==> config.mk <==
export PLATFORM = sky130hd
export DESIGN_NAME = cmd_ring_fetch
export DESIGN_NICKNAME = d
export VERILOG_FILES = /design/src/rtl/cmd_ring_fetch.sv
export SDC_FILE = /design/constraint.sdc
export NUM_CORES = 1
export LEC_CHECK = 0
export BUFFER_PORTS_ARGS = -buffer_cell sky130_fd_sc_hd__buf_2
export CAP_MARGIN = 20
export CORE_ASPECT_RATIO = 0.8
export CORE_MARGIN = 4
export CORE_UTILIZATION = 44
export CTS_CLUSTER_DIAMETER = 30
export CTS_CLUSTER_SIZE = 25
export DETAILED_ROUTE_END_ITERATION = 10
export GPL_ROUTABILITY_DRIVEN = 1
export GPL_TIMING_DRIVEN = 0
export PLACE_DENSITY = 0.67
export SETUP_SLACK_MARGIN = 0.05
export SYNTH_ARGS = -nofsm -noshare
export SYNTH_HDL_FRONTEND = slang
export SYNTH_SLANG_ARGS = --single-unit
==> constraint.sdc <==
create_clock -name clk -period 3.31 [get_ports clk]
set_input_delay 0.662 -clock clk [delete_from_list [all_inputs] [get_ports clk]]
set_output_delay 0.662 -clock clk [all_outputs]
set_load 0.02 [all_outputs]
==> src/rtl/cmd_ring_fetch.sv <==
module cmd_ring_fetch #(
  parameter int PTR_W = 8
) (
  input  logic        clk,
  input  logic        rst_n,
  input  logic        low_power,
  input  logic        reg_we,
  input  logic [2:0]  reg_addr,
  input  logic [31:0] reg_wdata,
  output logic [31:0] reg_rdata,
  output logic        mem_req_valid,
  input  logic        mem_req_ready,
  output logic [63:0] mem_req_addr,
  input  logic        mem_rsp_valid,
  input  logic [31:0] mem_rsp_data,
  input  logic        cmd_ready,
  output logic        cmd_valid,
  output logic [31:0] cmd_data
);
  localparam logic [2:0] A_BLO = 3'd0, A_BHI = 3'd1, A_SIZE = 3'd2,
                         A_WP = 3'd3, A_RP = 3'd4, A_CTL = 3'd5;

  logic [31:0]      base_lo, base_hi;
  logic [1:0]       size_code;
  logic [PTR_W-1:0] wp, rp, rp_mask, rp_nxt;
  logic             rp_rst, run_req, inflight, drop;
  logic             hold_valid;
  logic [31:0]      hold_data;
  logic             can_fetch;

  always_comb begin
    case (size_code)
      2'd0:    rp_mask = PTR_W'(1);
      2'd1:    rp_mask = PTR_W'(15);
      default: rp_mask = {PTR_W{1'b1}};
    endcase
  end

  assign rp_nxt    = (rp + PTR_W'(1)) & rp_mask;
  assign can_fetch = run_req && !rp_rst && !inflight && !hold_valid && (rp != wp);
  assign cmd_valid = hold_valid;
  assign cmd_data  = hold_valid ? hold_data : 32'd0;

  always_comb begin
    case (reg_addr)
      A_BLO:   reg_rdata = base_lo;
      A_BHI:   reg_rdata = base_hi;
      A_SIZE:  reg_rdata = {30'd0, size_code};
      A_WP:    reg_rdata = low_power ? 32'h0000_FFFF : 32'(wp);
      A_RP:    reg_rdata = low_power ? 32'h0000_FFFF : {16'd0, rp_rst, 15'(rp)};
      A_CTL:   reg_rdata = {31'd0, run_req | inflight};
      default: reg_rdata = 32'd0;
    endcase
  end

  always_ff @(posedge clk) begin
    if (!rst_n) begin
      base_lo <= '0; base_hi <= '0; size_code <= '0;
      wp <= '0; rp <= '0; rp_rst <= 1'b0; run_req <= 1'b0;
      inflight <= 1'b0; drop <= 1'b0;
      mem_req_valid <= 1'b0; mem_req_addr <= '0;
      hold_valid <= 1'b0; hold_data <= '0;
    end else begin
      if (can_fetch) begin
        mem_req_valid <= 1'b1;
        mem_req_addr  <= {base_hi, base_lo} + {54'd0, rp_nxt, 2'b00};
        inflight      <= 1'b1;
      end
      if (mem_req_valid && mem_req_ready)
        mem_req_valid <= 1'b0;
      if (cmd_ready && hold_valid)
        hold_valid <= 1'b0;
      if (mem_rsp_valid && inflight && !mem_req_valid) begin
        inflight <= 1'b0;
        drop     <= 1'b0;
        if (!drop) begin
          hold_valid <= 1'b1;
          hold_data  <= mem_rsp_data;
          rp         <= rp_nxt;
        end
      end
      if (reg_we) begin
        case (reg_addr)
          A_BLO:  base_lo   <= reg_wdata;
          A_BHI:  base_hi   <= reg_wdata;
          A_SIZE: size_code <= reg_wdata[1:0];
          A_WP:   wp        <= reg_wdata[PTR_W-1:0];
          A_RP: begin
            rp_rst <= reg_wdata[15];
            if (reg_wdata[15]) begin
              rp <= '0;
              if (inflight) drop <= 1'b1;
            end
          end
          A_CTL:  run_req <= reg_wdata[0];
          default: ;
        endcase
      end
    end
  end
endmodule

# --- After elaboration in Yosys (flattened, before gate mapping) ---
# Index checks and enable logic that the tools add are counted.
word_totals:
  reg_bits: 184
  word_cells: 67
  inputBits: 74
  output_inout_bits: 130
classes:
  mux: 18
  n_bitwise: 4
  n_reduce_logical: 23
  n_eq_ne: 7
  add_sub_neg: 2
op_table:
  columns: ["op", "n"]
  rows:
  - ["case mux 32 bit (6 select lines)", 1]
  - ["adder 64 x 10 -> 64 bit", 1]
  - ["2-to-1 mux 8 bit", 5]
  - ["2-to-1 mux 16 bit", 2]
  - ["2-to-1 mux 32 bit", 1]
  - ["case mux 8 bit (2 select lines)", 1]
  - ["AND reduction 2 bit", 7]
  - ["adder 8 x 1 -> 8 bit, second input constant", 1]
  - ["bitwise AND 8 bit", 1]
  - ["logical AND 1 bit", 8]
  - ["2-to-1 mux 1 bit", 8]
  - ["!= test 8 bit", 1]
  - ["equality test 3 x 2 -> 1 bit, second input constant", 2]
  - ["equality test 3 bit, second input constant", 2]
  - ["zero test 1 bit", 4]
  - ["OR reduction 2 bit", 2]
  - ["equality test 3 x 1 -> 1 bit, second input constant", 1]
  - ["zero test 3 bit", 1]
  - ["equality test 2 x 1 -> 1 bit, second input constant", 1]
  - ["zero test 2 bit", 1]
  - ["NOT 1 bit", 2]
  - ["OR 1 bit", 1]

# --- Depth between registers and ports, before layout ---
# Gate-level depths: netlist of run 1.
logic_depth:
  ltp_word: 8
  depth_mapped: 14
  ltp_nobuf: 12

# --- Worst setup path after synthesis of run 1 ---
# No wires, ideal clock.
synth_timing:
  path_kind: "register to register"
  from: "register rp[0]"
  to: "register mem_req_addr[51]"
  period_less_slack_ps: 3011
  setup_time_ps: 74
  arrival_time_ps: 2937
  path_slack_ps: 299
  required_ps: 3236
  n_path_buf: 2
  stages_incl_launch_ff: 14
  cell_sequence: "dfxtp_1 > ha_1 > nand2_1 > xnor2_1 > and2_1 > ha_1 > a21o_1 > a21oi_1 > o2111a_1 > clkbuf_1 > or4_1 > clkbuf_2 > or3_1 > a31oi_1"
synth_between:
  elab_chain_cells: 3
  elab_cells_between_ends: 5
  cone_classes: "2 x add/sub; 1 x eq/ne; 1 x bitwise; 1 x reduce/logical"
synth_rtl:
  columns: ["element", "line_no", "source"]
  rows:
  - ["from (decl)", "25", "logic [PTR_W-1:0] wp, rp, rp_mask, rp_nxt;"]
  - ["from (signal assigned)", "79", "rp <= rp_nxt;"]
  - ["adder 8 x 1 -> 8 bit", "39", "assign rp_nxt = (rp + PTR_W'(1)) & rp_mask;"]
  - ["bitwise AND 8 bit", "39", null]
  - ["adder 64 x 10 -> 64 bit", "66", "mem_req_addr <= {base_hi, base_lo} + {54'd0, rp_nxt, 2'b00};"]
  - ["to (signal assigned)", "66", null]
  - ["to (decl)", "13", "output logic [63:0] mem_req_addr,"]
# Parallel ways exist; a longest one is shown, timed or not.
# A chain may end at the register's enable or synchronous reset.

# --- Worst setup path in the final report of run 1 ---
layout_timing:
  from: "register rp[2]"
  to: "register mem_req_addr[63]"
# Same word-level chain as after synthesis.

==> impl_metrics.py, run 1 <==
metrics = {
    "cts": {
        "htree_levels": 4,
        "clk_pin_slew_ns": 0.08,
        "clock_latency_ns": 0.44,
        "cts.hold.buffers_added": 0,
        "cts_made_buffers": 17,
        "root_buffer": "clkbuf_16",
        "tritoncts": "done",
        "cts_sinks": 184,
        "clockBufferDepth": 2,
    },
    "critical_path": {
        "cp-start-kind": "flop",
        "cp_num_buf_inv": 1,
        "arrival_ns": 3.49,
        "cp_common_cell": "xnor2_1",
        "path_max_fanout": 8,
        "worstPathCellList": "buf_4 -> and4_1 -> nand2_1 -> xnor2_1 -> and2_1 -> ha_4 -> a21o_4 -> o311a_4 -> o2111ai_1 -> nor4_1 -> xnor2_1 -> a21oi_1",
        "regToRegSetupSlack_ns": 0.13,
        "criticalPathCategory": "reg -> reg",
        "path_delay_family": "compound AO/OA/AOI/OAI gates",
        "cp-end-kind": "flop",
        "cpPeakStageDelay_ns": 0.64,
        "worstPathRequired_ns": 3.63,
        "slowest_stage": "o2111ai_1",
    },
    "layout": {
        "layout_common_cells": "259 x nand2_1, 205 x buf_2, 180 x dfxtp_1",
        "drive_gt1_frac": 0.210,
        "design_area_sq_um": 11500,
        "antennaDiodeCount": 0,
        "syn2layout_area_growth_pct": 23.1,
        "final_common_cell": "nand2_1",
        "finalNetCount": 1467,
    },
    "synth": {
        "synth-main-ff-cell": "dfxtp_1",
        "netlist_area_sq_um": 9310,
        "synth_cells": 1158,
        "yosysSeqAreaShare": 0.396,
        "ys_ff_latch": 184,
        "avgSynthCellArea_sq_um": 8.04,
        "synthesis.nets": 1240,
        "yosys_warnings": 0,
        "synth_cell_type_count": 65,
        "async_flop_share": 0,
        "synth-edff-count": 0,
    },
    "routing": {
        "wl_met1_microns": 14900,
        "dr.pass1.iters": 5,
        "drtAntennaViolNets": 0,
        "wl_met2_microns": 13200,
        "first_iter_violations": 991,
        "num_vias": 9275,
        "drt-total-wl_microns": 32000,
        "wl_met3_microns": 3490,
        "wire_per_inst_microns": 19.2,
        "drc_errors": 0,
        "avgViaCountPerCell": 5.56,
        "maxUsedRoutingLayer": "met5",
    },
    "placed_design": {
        "dpl_cell_area_sq_um": 10600,
        "place_hpwl_microns": 23800,
        "port_buffers": 199,
        "gp_congestion": 0.942,
    },
    "grt": {
        "grt_max_degree": 18,
        "antenna_found_initial": 1,
        "grt_pass1_wl_microns": 48500,
        "grtUsageTotal": 0.261,
        "first_global_vias": 8425,
        "overflow": 0,
    },
    "timing": {
        "setup_violations": 0,
        "period_share": 0.960,
        "worstMarginPinSlew_ns": 0.911,
        "min_period_ns": 3.18,
        "max_freq_mhz": 315,
        "timing.final.hold_violations": 0,
        "relSlewSlack": 0.391,
        "skew_ns": 0.0138,
        "rsz0062_at_grt": "true",
        "drv_slew": 0,
    },
    "die": {
        "core_area_sq_um": 20800,
        "die-area_sq_um": 23600,
        "pin_count": 204,
        "start_util": 0.448,
        "chipHeight_microns": 138,
        "die_x_microns": 171,
        "rows": 47,
    },
    "run_status": {
        "status": "complete, no violations",
    },
    "pwr": {
        "finalPower_uw": 4740,
        "ir_worst_vdd_mv": 0.286,
        "power.density_nw_per_um2": 413,
        "leakage_uw": 0.00435,
    },
    "run": {
        "cap_viol_max_count": 0,
    },
    "min_path": {
        "hold_path.class": "reg -> reg",
    },
}
[synth_stat cells (2+ instances only)]
cell type | instances | share of area
a21boi_0 | 107 | 0.086
a21o_1 | 5 | 0.0040
a21oi_1 | 63 | 0.034
a22o_1 | 16 | 0.015
a22oi_1 | 7 | 0.0056
a31oi_1 | 11 | 0.0074
and2_0 | 2 | 0.0013
and2_1 | 38 | 0.026
and3_1 | 5 | 0.0034
and4_1 | 4 | 0.0038
buf_1 | 6 | 0.0024
buf_2 | 8 | 0.0043
buf_4 | 4 | 0.0032
clkbuf_1 | 69 | 0.028
dfxtp_1 | 184 | 0.40
ha_1 | 7 | 0.0094
inv_1 | 11 | 0.0044
maj3_1 | 3 | 0.0032
mux2i_1 | 20 | 0.022
nand2_1 | 259 | 0.10
nand2b_1 | 2 | 0.0013
nand3_1 | 24 | 0.013
nand3b_1 | 3 | 0.0024
nand4_1 | 8 | 0.0054
nand4b_1 | 2 | 0.0019
nor2_1 | 32 | 0.013
nor2b_1 | 10 | 0.0067
nor3_1 | 19 | 0.010
nor3b_1 | 5 | 0.0040
nor4_1 | 16 | 0.011
nor4b_1 | 5 | 0.0047
o211a_1 | 4 | 0.0043
o211ai_1 | 8 | 0.0065
o21a_1 | 9 | 0.0073
o21ai_0 | 69 | 0.037
o221ai_1 | 2 | 0.0019
o311ai_0 | 7 | 0.0066
o31ai_1 | 4 | 0.0032
or2_2 | 4 | 0.0027
or3_1 | 7 | 0.0047
or4_1 | 5 | 0.0040
xnor2_1 | 52 | 0.049
xor2_1 | 10 | 0.0094
[path summary, 6_finish.rpt]
| path | start | end | depth (start not counted) |
|---|---|---|---|
| max | rp[2] | mem_req_addr[63] | 12 |
| min | hold_data[22] | hold_data[22] | 2 |
| max reg2reg | rp[2] | mem_req_addr[63] | 12 |
| min reg2reg | hold_data[22] | hold_data[22] | 2 |
[power by group]
group | internal (uW) | leakage [uW] | switching, uW
clock | 1160 | 0.000283 | 981
sequential | 2240 | 0.00149 | 33.8
combinational | 119 | 0.00258 | 207
total | 3520 | 0.00435 | 1220
[cell families (layout without fill, tap and decap cells)]
kind of cell               Yosys count  count (layout)  share of synthesized area
AOI/OAI and AO/OA                  323             323                      0.231
xor gates and xnor gates            62              62                     0.0583
adders and majority gates           11              11                     0.0148
buffers and inverters              100             340                     0.0440
DFF                                184             184                      0.396
muxes                               22              22                     0.0251
and+or+nand+nor                    456             456                      0.231
[stage by stage]
stage	utilization	cells	TNS (ns)	setup WS [ns]	hold WS, ns
final	0.552	1667	0	0.134	0.461
after CTS	0.546	1662	0	0.0269	0.458
after global placement	0.513	1626	-14.05	-0.475	0.446
after detailed placement	0.513	1627	-14.02	-0.465	0.453
after floorplan	-	1158	0	0.299	0.439
after global routing	0.552	1667	0	0.0219	0.463
[flip-flops by register name (all words and copies together), names as in the netlist]
register       count
mem_req_addr      64
base_hi           32
base_lo           32
hold_data         32
rp                 8
wp                 8
size_code          2
cmd_valid          1
drop               1
inflight           1
mem_req_valid      1
rp_rst             1
run_req            1
[area by class of cell]
type                       count  area [sq um]
buffer                        88           394
clock buffer                  19           443
multi-input combinational    874          5320
sequential                   184          3690
fill                        2003          9300
clock inverter                13           159
tap                          269           337
inverter                      11          41.3
timing repair buffer         209          1070
[timing repair]
action | 4_1_cts | 5_1_grt
endpoints found under the setup margin | 57 | 64
resized for setup | 15 | 22
setup buffers | 4 | 5
pin swaps | 2 | 3
[worst reg2reg max path: stages, from the launching register on]
cell,delay [ns]
dfxtp_1,0.31
buf_4,0.17
and4_1,0.24
nand2_1,0.07
xnor2_1,0.12
and2_1,0.20
ha_4,0.25
a21o_4,0.23
o311a_4,0.34
o2111ai_1,0.64
nor4_1,0.14
xnor2_1,0.25
a21oi_1,0.10
[routing by layer]
layer	up-vias	GRT usage
met4	2	0.0542
met1	4348	0.386
met5	-	0
li1	4463	-
met2	432	0.372
met3	30	0.0862
No activity file was read; power rests on OpenSTA's default activity.
==> run 2, diff against run 1 <==
--- a/constraint.sdc
+++ b/constraint.sdc
@@ -3,2 +3,2 @@
 set_output_delay 0.662 -clock clk [all_outputs]
-set_load 0.02 [all_outputs]
+set_load 0.1 [all_outputs]
==> run 2 against run 1 <==
  * Setup slack lost 0.038 ns
  * Clock skew shrank 0.0034 ns
  * Global-route usage grew 0.22 points
==> impl_metrics.py, run 2 (same netlist as run 1, synthesis figures left out) <==
metrics = {
    "pwr": {
        "power.internal_uw": 3360,
        "p_switching_uw": 1370,
        "power.density_nw_per_um2": 408,
        "p_seq_frac": 0.481,
        "switching_share": 0.289,
        "leakage_uw": 0.00442,
        "pwr-share-comb": 0.096,
        "ir_worst_vdd_mv": 0.253,
        "pwr-share-clk": 0.423,
    },
    "die": {
        "core_area_sq_um": 20800,
        "die-area_sq_um": 23600,
        "pin_count": 204,
        "start_util": 0.448,
        "rows": 47,
        "chipHeight_microns": 138,
        "die_x_microns": 171,
    },
    "cts": {
        "clock_latency_ns": 0.44,
        "cts_made_buffers": 17,
        "tritoncts": "done",
        "clk_pin_slew_ns": 0.07,
        "clockBufferDepth": 2,
        "cts_sinks": 184,
        "htree_levels": 4,
        "root_buffer": "clkbuf_16",
    },
    "min_path": {
        "min_from": "hold_data[27]",
        "holdPathStages": 2,
        "min_to": "hold_data[27]",
        "hold_path.class": "reg -> reg",
    },
    "layout": {
        "fill_cells": 1962,
        "multi_input_comb_area_sq_um": 5410,
        "final_common_cell": "nand2_1",
        "design_area_sq_um": 11600,
        "regArea_sq_um": 3690,
        "syn2layout_area_growth_pct": 24.4,
        "regMostFlops": "mem_req_addr",
        "largest_register_ffs": 64,
        "layout_common_cells": "259 x nand2_1, 205 x buf_2, 180 x dfxtp_1",
        "drive_gt1_frac": 0.228,
        "finalNetCount": 1471,
        "final_core_util": 0.558,
    },
    "critical_path": {
        "r2r_cells": 11,
        "cp-start-kind": "primary input",
        "cp-end-kind": "primary output",
        "worstPathRequired_ns": 2.65,
        "path_max_fanout": 10,
        "arrival_ns": 2.55,
        "criticalPathCategory": "in -> out",
        "reg2reg_from": "rp[1]",
        "reg2reg_to": "mem_req_addr[61]",
        "regToRegSetupSlack_ns": 0.15,
    },
    "run": {
        "cap_viol_max_count": 0,
    },
    "timing": {
        "timing.final.hold_violations": 0,
        "skew_ns": 0.0104,
        "worstMarginPinSlew_ns": 0.974,
        "rsz0062_at_grt": "false",
        "drv_slew": 0,
        "setup_violations": 0,
        "max_freq_mhz": 311,
        "min_period_ns": 3.21,
        "setup_ws_ns": 0.0961,
        "relSlewSlack": 0.349,
        "period_share": 0.971,
    },
    "routing": {
        "wire_per_inst_microns": 19.1,
        "avgViaCountPerCell": 5.60,
        "dr.pass1.iters": 5,
        "num_vias": 9367,
        "wl_met3_microns": 3140,
        "first_iter_violations": 1019,
        "drtAntennaViolNets": 0,
        "wl_met2_microns": 13200,
        "drt-total-wl_microns": 31900,
        "wl_met1_microns": 15100,
        "drc_errors": 0,
        "maxUsedRoutingLayer": "met4",
    },
    "placed_design": {
        "port_buffers": 199,
        "gp_congestion": 0.931,
        "dp_worst_setup_slack_ns": -0.448,
        "dpl_cell_area_sq_um": 10700,
        "place_hpwl_microns": 23700,
    },
    "grt": {
        "overflow": 0,
        "first_global_vias": 8539,
        "grt_max_degree": 19,
        "grt_pass1_wl_microns": 49400,
        "grtUsageTotal": 0.264,
        "antenna_found_initial": 0,
    },
    "run_status": {
        "status": "complete, no violations",
    },
}
==> run 2: repair_timing <==
item / CTS / global route
setup endpoints to repair: 83 / 68
pin swaps: 1 / 6
hold buffers: 0 / 0
resized for setup: 21 / 31
setup buffers: 2 / 11
==> run 2: critical path: stages <==
cell      delay, ns
clkbuf_1       0.21
nor3_2         0.51
clkbuf_2       0.39
a22oi_1        0.18
o311ai_2       0.11
buf_2          0.48
==> run 2: power by group through the flow <==
stage                     clock (uW)  combinational (uW)  sequential, uW
final                           2000                 454            2270
after global routing            2120                 480            2270
after CTS                       2010                 447            2270
after detailed placement           0                 443            2320
after global placement             0                 441            2320
after floorplan                    0                 258            2360
==> run 2: per-stage QoR <==
stage               hold WS [ns]  power, uW  TNS, ns  std cells
floorplan                  0.439       2620   -0.806       1158
global placement           0.446       2760   -17.75       1626
detailed placement         0.453       2770   -18.47       1627
CTS                        0.449       4730        0       1660
global route               0.467       4880        0       1671
finish                     0.460       4720        0       1672
==> run 2: final cells by class <==
| class | instances | share of cell area |
|---|---|---|
| sequential | 184 | 0.319 |
| clock inverter | 15 | 0.0120 |
| antenna | 1 | 0.000216 |
| tap | 269 | 0.0291 |
| inverter | 11 | 0.00357 |
| multi-input combinational | 874 | 0.467 |
| clock buffer | 17 | 0.0367 |
| timing repair buffer | 213 | 0.0967 |
| buffer | 88 | 0.0353 |
==> run 2: layer usage <==
metal,GRT usage,vias up
li1,-,4476
met1,0.415,4413
met2,0.366,443
met3,0.0525,35
met4,0.0639,0
met5,0,-
==> run 2: worst max path at each step <==
stage | slack (ns) | startpoint | cells after the start | to
after detailed placement | -0.45 | rp[1] | 13 | mem_req_addr[29]
after global routing | 0.008 | rp[3] | 13 | mem_req_addr[53]
after floorplan | -0.13 | reg_addr[0] | 3 | reg_rdata[2]
final | 0.1 | reg_addr[2] | 6 | reg_rdata[7]
after global placement | -0.46 | rp[1] | 13 | mem_req_addr[46]
after CTS | 0.08 | rp[3] | 14 | mem_req_addr[46]
==> run 3, diff against run 2 <==
==> constraint.sdc (replaced) <==
create_clock -name clk -period 3.31 [get_ports clk]
set_input_delay 0.1655 -clock clk [delete_from_list [all_inputs] [get_ports clk]]
set_output_delay 0.1655 -clock clk [all_outputs]
set_load 0.1 [all_outputs]
==> run 3 against run 2 <==
  * Design area up 4.1%
  * First-iteration DRC count is 2.5% lower
  * Sequential share of layout area fell by 1.3 points
  * Critical path type is now reg -> reg
  * Largest cell class unchanged
==> impl_metrics.py, run 3 (same netlist as run 1, synthesis figures left out) <==
metrics = {
    "run_status": {
        "status": "complete, no violations",
    },
    "critical_path": {
        "r2r_cells": 11,
        "slowest_stage": "or4_1",
        "criticalPathCategory": "reg -> reg",
        "cp-end-kind": "flop",
        "worstPathCellList": "ha_2 -> nor2b_2 -> ha_1 -> a21o_1 -> a21oi_1 -> a2bb2oi_1 -> o2111a_2 -> or4_1 -> clkbuf_2 -> or3_1 -> a31oi_1",
        "cp_num_buf_inv": 1,
        "path_delay_family": "simple AND/OR/NAND/NOR gates",
        "crit_path_end": "mem_req_addr[51]",
        "crit_cells": 11,
        "regToRegSetupSlack_ns": 0.13,
        "cpPeakStageDelay_ns": 0.52,
        "cp-start-kind": "flop",
        "reg2reg_to": "mem_req_addr[51]",
        "arrival_ns": 3.55,
        "path_max_fanout": 8,
        "worstPathRequired_ns": 3.68,
        "startpoint": "rp[1]",
        "reg2reg_from": "rp[1]",
    },
    "layout": {
        "largest_register_ffs": 64,
        "finalNetCount": 1523,
        "finalNonFillerCells": 1723,
        "layout_common_cells": "259 x nand2_1, 204 x buf_2, 180 x dfxtp_1",
        "regMostFlops": "mem_req_addr",
        "design_area_sq_um": 12100,
        "antennaDiodeCount": 0,
        "syn2layout_area_growth_pct": 29.5,
        "drive_gt1_frac": 0.203,
        "final_common_cell": "nand2_1",
    },
    "routing": {
        "num_vias": 9655,
        "drc_errors": 0,
        "dr.pass1.iters": 6,
        "first_iter_violations": 994,
        "drt-total-wl_microns": 33200,
        "wire_per_inst_microns": 19.2,
        "drtAntennaViolNets": 0,
        "avgViaCountPerCell": 5.60,
    },
    "cts": {
        "cts_sinks": 184,
        "clk_pin_slew_ns": 0.07,
        "clockBufferDepth": 2,
        "clock_latency_ns": 0.45,
        "htree_levels": 4,
        "tritoncts": "done",
        "root_buffer": "clkbuf_16",
        "cts_made_buffers": 17,
    },
    "die": {
        "core_area_sq_um": 20800,
        "die-area_sq_um": 23600,
        "start_util": 0.448,
        "die_x_microns": 171,
        "chipHeight_microns": 138,
        "pin_count": 204,
        "rows": 47,
    },
    "timing": {
        "period_share": 0.961,
        "worstMarginPinSlew_ns": 0.886,
        "max_freq_mhz": 314,
        "rsz0062_at_grt": "false",
        "fin_setup_tns_ns": 0,
        "setup_violations": 0,
        "holdWs_ns": 0.00547,
        "relSlewSlack": 0.408,
        "skew_ns": 0.0150,
        "timing.final.hold_violations": 0,
        "drv_slew": 0,
        "min_period_ns": 3.18,
    },
    "pwr": {
        "pwr-share-clk": 0.439,
        "p_switching_uw": 1390,
        "p_seq_frac": 0.461,
        "ir_worst_vdd_mv": 0.357,
        "leakage_uw": 0.00459,
        "pwr-share-comb": 0.101,
        "power.density_nw_per_um2": 409,
        "finalPower_uw": 4930,
        "power.internal_uw": 3540,
        "switching_share": 0.281,
    },
    "grt": {
        "grt_max_degree": 19,
        "grtUsageTotal": 0.269,
        "first_global_vias": 8949,
        "overflow": 0,
        "grt_pass1_wl_microns": 50300,
        "antenna_found_initial": 1,
    },
    "placed_design": {
        "gp_congestion": 0.921,
        "place_hpwl_microns": 24100,
        "port_buffers": 199,
        "dp_cells": 1627,
        "dpl_cell_area_sq_um": 10700,
    },
    "min_path": {
        "hold_path.class": "in -> reg",
    },
    "run": {
        "cap_viol_max_count": 0,
    },
}
run 3: repair_timing:
item	4_1_cts	5_1_grt
gates resized for setup	17	19
buffers inserted	4	7
hold buffers	54	0
setup endpoints to repair	51	37
pin swaps	2	7
endpoints found under the hold margin	72	0
run 3: worst min-delay path by stage:
stage	start	cells past startpoint	slack [ns]	to
global route	reg_wdata[6]	3	0.01	base_lo[6]
global placement	mem_rsp_data[19]	3	0.42	hold_data[19]
CTS	reg_wdata[30]	3	0.00003	base_lo[30]
finish	reg_wdata[5]	3	0.005	base_lo[5]
floorplan	reg_wdata[0]	2	0.31	base_hi[0]
detailed placement	mem_rsp_data[6]	3	0.43	hold_data[6]
run 3: worst register-to-register path: stages (launching register included):
cell       delay (ns)
dfxtp_4          0.42
ha_2             0.28
nor2b_2          0.17
ha_1             0.28
a21o_1           0.10
a21oi_1          0.12
a2bb2oi_1        0.18
o2111a_2         0.35
or4_1            0.52
clkbuf_2         0.19
or3_1            0.33
a31oi_1          0.17
run 3: metrics by stage:
stage	util	setup WS (ns)
after global placement	0.513	-0.468
after detailed placement	0.513	-0.489
final	0.581	0.129
after CTS	0.574	0.0689
after global routing	0.581	0.0273
after floorplan	-	-0.0113
run 3: power by group through the flow:
stage / logic (uW) / registers (uW) / clock network [uW]
final: 496 / 2270 / 2160
after global routing: 523 / 2270 / 2260
after CTS: 488 / 2270 / 2170
after detailed placement: 437 / 2320 / 0
after global placement: 435 / 2320 / 0
after floorplan: 249 / 2360 / 0
run 3: layout make-up:
class | instances | area (sq um)
multi-input cells | 874 | 5340
clock buffers | 17 | 425
inverters | 11 | 41.3
repair buffers | 265 | 1640
plain buffers | 88 | 394
flip-flops and latches | 184 | 3690
well taps | 269 | 337
fillers | 1931 | 8710
clock inverters | 15 | 179
run 3: layer usage:
metal,routed length [microns],GRT usage
met1,15400,0.400
met2,13900,0.391
met3,3490,0.0733
met4,421,0.0601
met5,8,0
